**src/rtl/rht_pkg.sv**
```systemverilog
`timescale 1ns/1ps
package rht_pkg;
  localparam int RUN_BINS = 6;
  typedef int unsigned bound_arr_t [RUN_BINS];
  // inclusive interval per length class 1..5, 6+
  localparam bound_arr_t RUN_LO_DEF = '{2267, 1079, 502, 223, 90, 90};
  localparam bound_arr_t RUN_HI_DEF = '{2733, 1421, 748, 402, 223, 223};
endpackage

```
**src/rtl/rht_freq_test.sv**
```systemverilog
`timescale 1ns/1ps
module rht_freq_test #(
  parameter int BLOCK_BITS = 20000,
  parameter int MONO_LO    = 9654,
  parameter int MONO_HI    = 10346,
  parameter int POKER_LO   = 5150,
  parameter int POKER_HI   = 287000
) (
  input  logic clk,
  input  logic rst,
  input  logic bit_valid,
  input  logic bit_in,
  input  logic blk_last,
  output logic fail_mono,
  output logic fail_poker
);
  localparam int NIBS = BLOCK_BITS / 4;
  localparam int CW   = $clog2(BLOCK_BITS + 1);
  localparam int PW   = $clog2(NIBS + 1);
  localparam int SW   = 2 * PW + 5;
  localparam logic [SW-1:0] NIB_SQ = SW'(NIBS) * SW'(NIBS);

  logic [CW-1:0] ones_q, ones_d;
  logic [2:0]    sh_q;
  logic [1:0]    ph_q;
  logic [PW-1:0] pk_q [16];
  logic [SW-1:0] sq_q, sq_d, stat;
  logic [3:0]    nib;
  logic          nib_done;

  // sum of squares kept incrementally: (c+1)^2 - c^2 = 2c+1
  always_comb begin
    ones_d   = ones_q + CW'(bit_in);
    nib      = {sh_q, bit_in};
    nib_done = (ph_q == 2'd3);
    sq_d     = sq_q;
    if (nib_done) sq_d = sq_q + SW'({pk_q[nib], 1'b1});
    stat = (sq_d << 4) - NIB_SQ;
  end

  always_ff @(posedge clk) begin
    if (rst) begin
      ones_q     <= '0;
      sh_q       <= '0;
      ph_q       <= '0;
      sq_q       <= '0;
      fail_mono  <= 1'b0;
      fail_poker <= 1'b0;
      for (int k = 0; k < 16; k++) pk_q[k] <= '0;
    end else begin
      fail_mono  <= 1'b0;
      fail_poker <= 1'b0;
      if (bit_valid) begin
        sh_q <= {sh_q[1:0], bit_in};
        ph_q <= ph_q + 2'd1;
        if (blk_last) begin
          ones_q     <= '0;
          sq_q       <= '0;
          ph_q       <= '0;
          for (int k = 0; k < 16; k++) pk_q[k] <= '0;
          fail_mono  <= !(ones_d > CW'(MONO_LO) && ones_d < CW'(MONO_HI));
          fail_poker <= !(stat > SW'(POKER_LO) && stat < SW'(POKER_HI));
        end else begin
          ones_q <= ones_d;
          sq_q   <= sq_d;
          if (nib_done) pk_q[nib] <= pk_q[nib] + PW'(1);
        end
      end
    end
  end

  p_mono_at_boundary_r3: assert property (@(posedge clk) disable iff (rst)
    fail_mono |-> $past(bit_valid && blk_last));
  p_poker_at_boundary_r4: assert property (@(posedge clk) disable iff (rst)
    fail_poker |-> $past(bit_valid && blk_last));
endmodule

```
**src/rtl/rht_run_test.sv**
```systemverilog
`timescale 1ns/1ps
module rht_run_test import rht_pkg::*; #(
  parameter int         BLOCK_BITS = 20000,
  parameter bound_arr_t RUN_LO     = RUN_LO_DEF,
  parameter bound_arr_t RUN_HI     = RUN_HI_DEF
) (
  input  logic clk,
  input  logic rst,
  input  logic bit_valid,
  input  logic bit_in,
  input  logic blk_last,
  output logic fail_runs
);
  localparam int CW = $clog2(BLOCK_BITS + 1);
  localparam int LW = $clog2(RUN_BINS + 1);

  logic          prev_q, first_q;
  logic [LW-1:0] len_q, new_len, bin_a, bin_b;
  logic [CW-1:0] c0_q [RUN_BINS];
  logic [CW-1:0] c1_q [RUN_BINS];
  logic [CW-1:0] c0_d [RUN_BINS];
  logic [CW-1:0] c1_d [RUN_BINS];
  logic          cont, close_a, bad;

  // close_a: previous run ends on a change; blk_last: current run ends at block edge
  always_comb begin
    cont    = !first_q && (bit_in == prev_q);
    close_a = !first_q && (bit_in != prev_q);
    new_len = cont ? ((len_q == LW'(RUN_BINS)) ? len_q : len_q + LW'(1)) : LW'(1);
    bin_a   = len_q - LW'(1);
    bin_b   = new_len - LW'(1);
    bad     = 1'b0;
    for (int i = 0; i < RUN_BINS; i++) begin
      c0_d[i] = c0_q[i] + CW'(close_a && !prev_q && bin_a == LW'(i))
                        + CW'(blk_last && !bit_in && bin_b == LW'(i));
      c1_d[i] = c1_q[i] + CW'(close_a && prev_q && bin_a == LW'(i))
                        + CW'(blk_last && bit_in && bin_b == LW'(i));
      if (c0_d[i] < CW'(RUN_LO[i]) || c0_d[i] > CW'(RUN_HI[i]) ||
          c1_d[i] < CW'(RUN_LO[i]) || c1_d[i] > CW'(RUN_HI[i]))
        bad = 1'b1;
    end
  end

  always_ff @(posedge clk) begin
    if (rst) begin
      prev_q    <= 1'b0;
      first_q   <= 1'b1;
      len_q     <= '0;
      fail_runs <= 1'b0;
      for (int i = 0; i < RUN_BINS; i++) begin
        c0_q[i] <= '0;
        c1_q[i] <= '0;
      end
    end else begin
      fail_runs <= 1'b0;
      if (bit_valid) begin
        prev_q    <= bit_in;
        len_q     <= new_len;
        first_q   <= blk_last;
        fail_runs <= blk_last && bad;
        for (int i = 0; i < RUN_BINS; i++) begin
          c0_q[i] <= blk_last ? '0 : c0_d[i];
          c1_q[i] <= blk_last ? '0 : c1_d[i];
        end
      end
    end
  end

  p_runs_at_boundary_r5: assert property (@(posedge clk) disable iff (rst)
    fail_runs |-> $past(bit_valid && blk_last));
  p_len_bounded_r5: assert property (@(posedge clk) disable iff (rst)
    len_q <= LW'(RUN_BINS));
endmodule

```
**src/rtl/rht_streak_detect.sv**
```systemverilog
`timescale 1ns/1ps
module rht_streak_detect #(
  parameter int LONG_RUN  = 34,
  parameter int NOISE_RUN = 48
) (
  input  logic clk,
  input  logic rst,
  input  logic bit_valid,
  input  logic bit_in,
  output logic fail_long,
  output logic fail_noise
);
  localparam int LW = $clog2(NOISE_RUN + 1);

  logic          started_q, prev_q, eq;
  logic [LW-1:0] len_q;

  assign eq = started_q && (bit_in == prev_q);

  always_ff @(posedge clk) begin
    if (rst) begin
      started_q  <= 1'b0;
      prev_q     <= 1'b0;
      len_q      <= '0;
      fail_long  <= 1'b0;
      fail_noise <= 1'b0;
    end else begin
      fail_long  <= 1'b0;
      fail_noise <= 1'b0;
      if (bit_valid) begin
        started_q  <= 1'b1;
        prev_q     <= bit_in;
        len_q      <= eq ? ((len_q == LW'(NOISE_RUN)) ? len_q : len_q + LW'(1)) : LW'(1);
        fail_long  <= eq && (len_q == LW'(LONG_RUN - 1));
        fail_noise <= eq && (len_q == LW'(NOISE_RUN - 1));
      end
    end
  end

  p_long_single_r6: assert property (@(posedge clk) disable iff (rst)
    fail_long |=> !fail_long);
  p_long_needs_bit_r6: assert property (@(posedge clk) disable iff (rst)
    fail_long |-> $past(bit_valid));
  p_noise_single_r7: assert property (@(posedge clk) disable iff (rst)
    fail_noise |=> !fail_noise);
endmodule

```
**src/rtl/rht_repeat_check.sv**
```systemverilog
`timescale 1ns/1ps
module rht_repeat_check #(
  parameter int WORD_W = 128
) (
  input  logic              clk,
  input  logic              rst,
  input  logic              word_valid,
  input  logic [WORD_W-1:0] word_data,
  output logic              fail_repeat
);
  logic              have_q;
  logic [WORD_W-1:0] prev_q;

  always_ff @(posedge clk) begin
    if (rst) begin
      have_q      <= 1'b0;
      prev_q      <= '0;
      fail_repeat <= 1'b0;
    end else begin
      fail_repeat <= 1'b0;
      if (word_valid) begin
        have_q      <= 1'b1;
        prev_q      <= word_data;
        fail_repeat <= have_q && (word_data == prev_q);
      end
    end
  end

  p_repeat_needs_word_r8: assert property (@(posedge clk) disable iff (rst)
    fail_repeat |-> $past(word_valid));
endmodule

```
**src/rtl/rng_health_monitor.sv**
```systemverilog
`timescale 1ns/1ps
module rng_health_monitor import rht_pkg::*; #(
  parameter int         BLOCK_BITS = 20000,
  parameter int         MONO_LO    = 9654,
  parameter int         MONO_HI    = 10346,
  parameter int         POKER_LO   = 5150,
  parameter int         POKER_HI   = 287000,
  parameter bound_arr_t RUN_LO     = RUN_LO_DEF,
  parameter bound_arr_t RUN_HI     = RUN_HI_DEF,
  parameter int         LONG_RUN   = 34,
  parameter int         NOISE_RUN  = 48,
  parameter int         WORD_W     = 128
) (
  input  logic              clk,
  input  logic              rst,
  input  logic              bit_valid,
  input  logic              bit_in,
  input  logic              word_valid,
  input  logic [WORD_W-1:0] word_data,
  output logic              block_done,
  output logic              fail_monobit,
  output logic              fail_poker,
  output logic              fail_runs,
  output logic              fail_long_run,
  output logic              fail_noise,
  output logic              fail_repeat
);
  localparam int CW = $clog2(BLOCK_BITS + 1);

  logic [CW-1:0] idx_q;
  logic          blk_last;

  assign blk_last = (idx_q == CW'(BLOCK_BITS - 1));

  always_ff @(posedge clk) begin
    if (rst) begin
      idx_q      <= '0;
      block_done <= 1'b0;
    end else begin
      block_done <= bit_valid && blk_last;
      if (bit_valid) idx_q <= blk_last ? '0 : idx_q + CW'(1);
    end
  end

  rht_freq_test #(
    .BLOCK_BITS(BLOCK_BITS), .MONO_LO(MONO_LO), .MONO_HI(MONO_HI),
    .POKER_LO(POKER_LO), .POKER_HI(POKER_HI)
  ) u_freq (
    .clk(clk), .rst(rst), .bit_valid(bit_valid), .bit_in(bit_in),
    .blk_last(blk_last), .fail_mono(fail_monobit), .fail_poker(fail_poker)
  );

  rht_run_test #(
    .BLOCK_BITS(BLOCK_BITS), .RUN_LO(RUN_LO), .RUN_HI(RUN_HI)
  ) u_runs (
    .clk(clk), .rst(rst), .bit_valid(bit_valid), .bit_in(bit_in),
    .blk_last(blk_last), .fail_runs(fail_runs)
  );

  rht_streak_detect #(.LONG_RUN(LONG_RUN), .NOISE_RUN(NOISE_RUN)) u_streak (
    .clk(clk), .rst(rst), .bit_valid(bit_valid), .bit_in(bit_in),
    .fail_long(fail_long_run), .fail_noise(fail_noise)
  );

  rht_repeat_check #(.WORD_W(WORD_W)) u_repeat (
    .clk(clk), .rst(rst), .word_valid(word_valid), .word_data(word_data),
    .fail_repeat(fail_repeat)
  );

  p_idx_in_range_r2: assert property (@(posedge clk) disable iff (rst)
    idx_q < CW'(BLOCK_BITS));
  p_done_single_r2: assert property (@(posedge clk) disable iff (rst)
    block_done |=> !block_done);
  p_mono_with_done_r3: assert property (@(posedge clk) disable iff (rst)
    fail_monobit |-> block_done);
  p_runs_with_done_r5: assert property (@(posedge clk) disable iff (rst)
    fail_runs |-> block_done);
endmodule

```
**config.mk**
```make
export PLATFORM = sky130hd
export DESIGN_NAME = rng_health_monitor
export DESIGN_NICKNAME = d
export VERILOG_FILES = /design/src/rtl/rht_pkg.sv /design/src/rtl/rht_freq_test.sv /design/src/rtl/rht_run_test.sv /design/src/rtl/rht_streak_detect.sv /design/src/rtl/rht_repeat_check.sv /design/src/rtl/rng_health_monitor.sv
export SDC_FILE = /design/constraint.sdc
export NUM_CORES = 1
export LEC_CHECK = 0
export ABC_AREA = 1
export BUFFER_PORTS_ARGS = -buffer_cell sky130_fd_sc_hd__buf_2
export CAP_MARGIN = 10
export CORE_MARGIN = 1.5
export CORE_UTILIZATION = 38
export CTS_CLUSTER_DIAMETER = 60
export DETAILED_ROUTE_END_ITERATION = 8
export PLACE_DENSITY_LB_ADDON = 0.08
export SYNTH_ARGS = -nofsm -noshare
export SYNTH_HDL_FRONTEND = slang
export SYNTH_SLANG_ARGS = --single-unit
export TNS_END_PERCENT = 10
```
**constraint.sdc**
```tcl
create_clock -name clk -period 8.9 [get_ports clk]
set_input_delay 0.445 -clock clk [delete_from_list [all_inputs] [get_ports clk]]
set_output_delay 0.445 -clock clk [all_outputs]
set_load 0.05 [all_outputs]
```
Yosys cells after proc, flatten, opt, wreduce, memory -nomap -nowiden --
Memory sizes are Yosys's and may differ from the RTL's. Index checks and enable logic that the tools add are counted.
Word-level totals: memory bits (writable) 388, memories kept 3, input bits 133, output and inout bits 7, logic and storage cells 278, register bits after elaboration 214
Operators by class: add/subtract/negate cells 34, reductions and logical operators 70, bitwise logic cells 31, muxes and demuxes 72, order comparisons 28, eq/ne operators 20
Memories:
- u_freq.pk_q | depth 16, bits a word 13, rd ports 1, clocked after memory_dff 0, write ports 16, line rht_freq_test.sv:26 | logic [PW-1:0] pk_q [16];
- u_runs.c0_q | depth 6, bits a word 15, rd ports 6, clocked after memory_dff 0, write ports 6, line rht_run_test.sv:19 | logic [CW-1:0] c0_q [RUN_BINS];
- u_runs.c1_q | depth 6, bits a word 15, rd ports 6, clocked after memory_dff 0, write ports 6, line rht_run_test.sv:20 | logic [CW-1:0] c1_q [RUN_BINS];
Operators with widths (count):
- $mux W15 | 26
- $add A15 B1 Y15 | 25
- $mux W13 | 17
- $eq A128 B128 Y1 | 1
- $mux W31 | 2
- $gt A15 B8 Y1 const B | 4
- $lt A15 B7 Y1 const B | 4
- $logic_and A1 B1 Y1 | 38
- $add A31 B14 Y31 | 1
- $gt A31 B13 Y1 const B | 1
- $lt A31 B19 Y1 const B | 1
- $sub A31 B25 Y31 const B | 1
- $gt A15 B10 Y1 const B | 2
- $gt A15 B11 Y1 const B | 2
- $gt A15 B12 Y1 const B | 2
- $gt A15 B9 Y1 const B | 2
- $lt A15 B11 Y1 const B | 2
- $lt A15 B12 Y1 const B | 2
- $lt A15 B8 Y1 const B | 2
- $lt A15 B9 Y1 const B | 2
- $or A1 B1 Y1 | 28
- $mux W1 | 21
- $eq A6 B6 Y1 const B | 3
- $logic_or A1 B1 Y1 | 18
- other kinds (28) | 48

Depth between registers and ports, before layout --
word-level depth 18, gate-level depth with buffers 35, mapped depth without buffers 29

By module --
Synthesis repeated with hierarchy kept, for this count alone.
Unflattened totals: cell total of the unflattened synthesis 4584, area, all modules 34823.4 µm²
Modules (own cells, without submodules):
- rht_freq_test | instances 1, sequential area each 7226.9 µm², area an instance 14227.4 µm², cells an instance 1645
- rht_run_test | instances 1, sequential area each 5525.3 µm², area an instance 12659.6 µm², cells an instance 1749
- rht_repeat_check | instances 1, sequential area each 2602.5 µm², area an instance 6498.7 µm², cells an instance 985
- rng_health_monitor | instances 1, sequential area each 320.3 µm², area an instance 842.1 µm², cells an instance 120
- rht_streak_detect | instances 1, sequential area each 200.2 µm², area an instance 595.6 µm², cells an instance 85

Least setup slack after synthesis --
OpenSTA, ideal clock, no wires.
kind in2reg, start input port rst, end memory u_runs.c0_q[0][0] (netlist bit), enable pin, path buffers 2, data arrival time 6.005 ns, required time 8.285 ns, setup slack 2.280 ns, stages 4, cells stage by stage clkbuf_1 > nor2_1 > inv_1 > clkbuf_1
RTL lines:
- start, declared | line rng_health_monitor.sv:15 | input logic rst,
- end, declared | line rht_run_test.sv:19

Worst setup path in the final report --
start register u_freq.sh_q[0], end register u_freq.fail_poker
On the way: word-level cells in the longest chain between the ends 7
RTL lines:
- start, declared | line rht_freq_test.sv:24 | logic [2:0] sh_q;
- start signal, assigned | line rht_freq_test.sv:54 | sh_q <= {sh_q[1:0], bit_in};
- $mem_v2 Z16 W13 (*)
- $add A31 B14 Y31 (*) | line rht_freq_test.sv:37 | if (nib_done) sq_d = sq_q + SW'({pk_q[nib], 1'b1});
- $mux W31 (*) | line rht_freq_test.sv:37
- $sub A31 B25 Y31 (*) | line rht_freq_test.sv:38 | stat = (sq_d << 4) - NIB_SQ;
- $gt A31 B13 Y1 / $lt A31 B19 Y1 (equally long branches) | line rht_freq_test.sv:62 | fail_poker <= !(stat > SW'(POKER_LO) && stat < SW'(POKER_HI));
- $logic_and A1 B1 Y1 (*) | line rht_freq_test.sv:62
- $logic_not A1 Y1 (*) | line rht_freq_test.sv:62
- end signal, assigned | line rht_freq_test.sv:62
- end, declared | line rht_freq_test.sv:15 | output logic fail_poker
Every way passes the cells marked *; elsewhere a longest branch is shown, timed or not. The select of a mux whose other input is x is not followed. A chain may end at the register's enable or synchronous reset.

==> flow_summary.yaml <==
worst_setup_path:
  reg2reg_from: "u_freq.sh_q[0]"
  cp.depth: 29
  cpPeakStageDelay_ns: 0.55
  cpMostUsedCell: "nand2_1"
  critical_path_buf_inv_count: 5
  rrSetupSlack_ns: 3.89
  worst_setup_path_start_kind: "flop"
  crit_family: "simple AND/OR/NAND/NOR gates"
  reg2reg_depth: 29
  worstPathRequired_ns: 9.38
  end_kind: "flop"
  slowest_stage: "buf_4"
  critPathKind: "reg2reg"
  path_max_fanout: 56
  r2r-end: "u_freq.fail_poker"
  crit_end: "u_freq.fail_poker"
  crit_arrival_ns: 5.49
  cp-startpoint: "u_freq.sh_q[0]"
clock_tree:
  clockBufferDepth: 3
  clock_sinks: 597
  clockRootBuffer: "clkbuf_16"
  cts_max_level: 3
  holdBufCountCts: 0
  clk_pin_slew_ns: 0.06
  clk_latency_ns: 0.62
  cts_setup_buffers: 0
  cts_tree: "done"
  cts-buffers-inserted: 76
  cts-resized-gates: 0
cells_and_area:
  final_cell_mix: "870 x nor2_1, 599 x nand2_1, 397 x inv_1, 388 x edfxtp_1, 249 x o21ai_0"
  layout.cells.most_common: "nor2_1"
  layout.nets: 4159
  drive_above_1_share_pct: 9.22
  syn_to_final_growth_pct: 12.5
  fin_util_pct: 43.1
  finalInstanceArea_um2: 36100
  n_fill_cell: 8452
power:
  ir_drop_v: 0.000138
  power_density_nw_per_um2: 191
  power_uw: 6890
  leakage_uw: 0.0143
timing:
  fmax_ghz: 0.200
  hold_violations: 0
  setup_violations: 0
  rsz0062_at_grt: "false"
  finalSetupTns_ns: 0
  max_slew.worst_pin.slew_ns: 1.20
  drv_slew: 0
  fin_skew_ns: 0.0287
  relSlewSlack_pct: 19.4
  holdWs_ns: 0.0724
  min_period_ns: 5.01
  timing.final.crit_share_pct: 56.3
global_route:
  grt_pass1_vias: 24311
  grt_overflow: 0
  grt_pass1_wl_um: 135000
  grt_max_degree: 136
  grt_use_total_pct: 19.7
  antenna_found_initial: 23
floorplanning:
  fp.dieH_um: 294
  rows: 106
  io_pins: 140
  coreArea_um2: 83700
  die_x_um: 294
  die_area_um2: 86200
  initial_utilization_pct: 38.4
placement:
  dp_hpwl_um: 57400
  place_area_um2: 33600
  port_buffers: 139
  place_congestion: 0.844
detailed_routing:
  routedWlPerCell_um: 16.6
  wirelength_um: 85500
  vias: 25424
  drcViolationCount: 0
  vias_per_cell: 4.92
  drt_iter0_drc: 1629
  drt-pass1-iter-count: 5
  drtAntennaViolNets: 0
synth:
  synthMuxAreaShare_pct: 0
  synth_fa_ha_area_share_pct: 2.60
  synth_top_family_by_area: "simple AND/OR/NAND/NOR gates"
  ys_ff_latch: 597
  syn-num-nets: 4073
  syn_area_per_cell_um2: 8.27
  synth-compound-area-share_pct: 9.21
  ys.flop_type: "edfxtp_1"
  synth_cells: 3881
  netlist_area_um2: 32100
  synth-seq-area-share_pct: 49.3
  synth-simple-area-share_pct: 25.3
  synth_edf_count: 388
  yosysWarnings: 0
  yosys.cell_types.count: 61
  synth_xor_area_share_pct: 6.43
  ys_async_sr_fraction_pct: 0
status:
  status: "finished clean"
hold_path:
  hp-class: "in2reg"
run:
  drv_cap: 0
## worst min-delay path by stage
stage                                start                   end  cells after the start  slack, ns
after floorplan                  idx_q[13]             idx_q[13]                      1       0.42
after global placement    u_freq.ones_q[0]      u_freq.ones_q[0]                      2       0.44
after detailed placement         idx_q[13]             idx_q[13]                      1       0.45
after CTS                    word_data[55]   u_repeat.prev_q[55]                      3       0.04
after global routing         word_data[55]   u_repeat.prev_q[55]                      3       0.05
final                       word_data[100]  u_repeat.prev_q[100]                      3       0.07
## flip-flops by register name, summed over array words and instances, names as in the netlist, 2 cells and up
register / count
u_freq.ph_q: 2
idx_q: 15
u_freq.ones_q: 15
u_freq.sq_q: 27
u_freq.sh_q: 3
u_runs.c0_q: 90
u_streak.len_q: 6
u_runs.len_q: 3
u_repeat.prev_q: 128
u_runs.c1_q: 90
u_freq.pk_q: 208
## metrics by stage
step | instances | worst slack [ns]
3_3_place_gp | 5023 | 3.41
2_1_floorplan | 3881 | 2.28
4_1_cts | 5160 | 3.89
6_report | 5165 | 3.89
5_1_grt | 5163 | 3.43
3_5_place_dp | 5023 | 3.36
## per-layer routing
metal  vias up  share of wire (%)  GRT usage [%]
li1      13042                  -              -
met1     11799                 49           28.0
met2       407                 44           30.9
met3       142                4.9           3.75
met4        34                2.1           5.04
met5         -               0.24              0
## cells in the mapped netlist, types with 13 or more instances
| cell type | n | area [µm²] |
|---|---|---|
| nor2_1 | 870 | 3270 |
| nand2_1 | 599 | 2250 |
| inv_1 | 401 | 1510 |
| edfxtp_1 | 388 | 11700 |
| o21ai_0 | 249 | 1250 |
| dfxtp_1 | 209 | 4180 |
| nand3_1 | 170 | 851 |
| xor2_1 | 124 | 1090 |
| o22ai_1 | 103 | 644 |
| xnor2_1 | 98 | 858 |
| clkbuf_1 | 97 | 364 |
| a21oi_1 | 82 | 410 |
| nand4_1 | 77 | 482 |
| nor3_1 | 59 | 295 |
| ha_1 | 46 | 576 |
| nor2_2 | 39 | 244 |
| o21ai_1 | 37 | 185 |
| buf_2 | 26 | 130 |
| nor4_1 | 22 | 138 |
| or2_2 | 22 | 138 |
| buf_6 | 14 | 158 |
| fa_1 | 13 | 260 |
| nand2_2 | 13 | 81.3 |
## tightest hold or removal path: cells and delay by family
family,cells,cell delay (ns)
and+or+nand+nor,2,0.12
buffers and inverters,1,0.09
## kinds of logic after synthesis
family	after synthesis
XOR/XNOR	228
flip-flops	597
adder cells (fa/ha/maj)	59
buffers and inverters	557
AO/OA/AOI/OAI	531
AND/OR/NAND/NOR	1909
## where the power goes
group          internal, µW  switching [µW]
clock network          1830            1220
logic                   208             466
registers              3080            78.9
## layout make-up
cell class	instances	area (µm²)	share of cell area, %
inverter	406	1540	4.28
sequential	597	15800	43.9
timing repair buffer	159	851	2.36
clock inverter	30	322	0.891
antenna	5	12.5	0.0347
multi-input combinational	2727	14000	38.7
clock buffer	107	2140	5.93
tap	1134	1420	3.93
(Power assumes the default switching activity.)
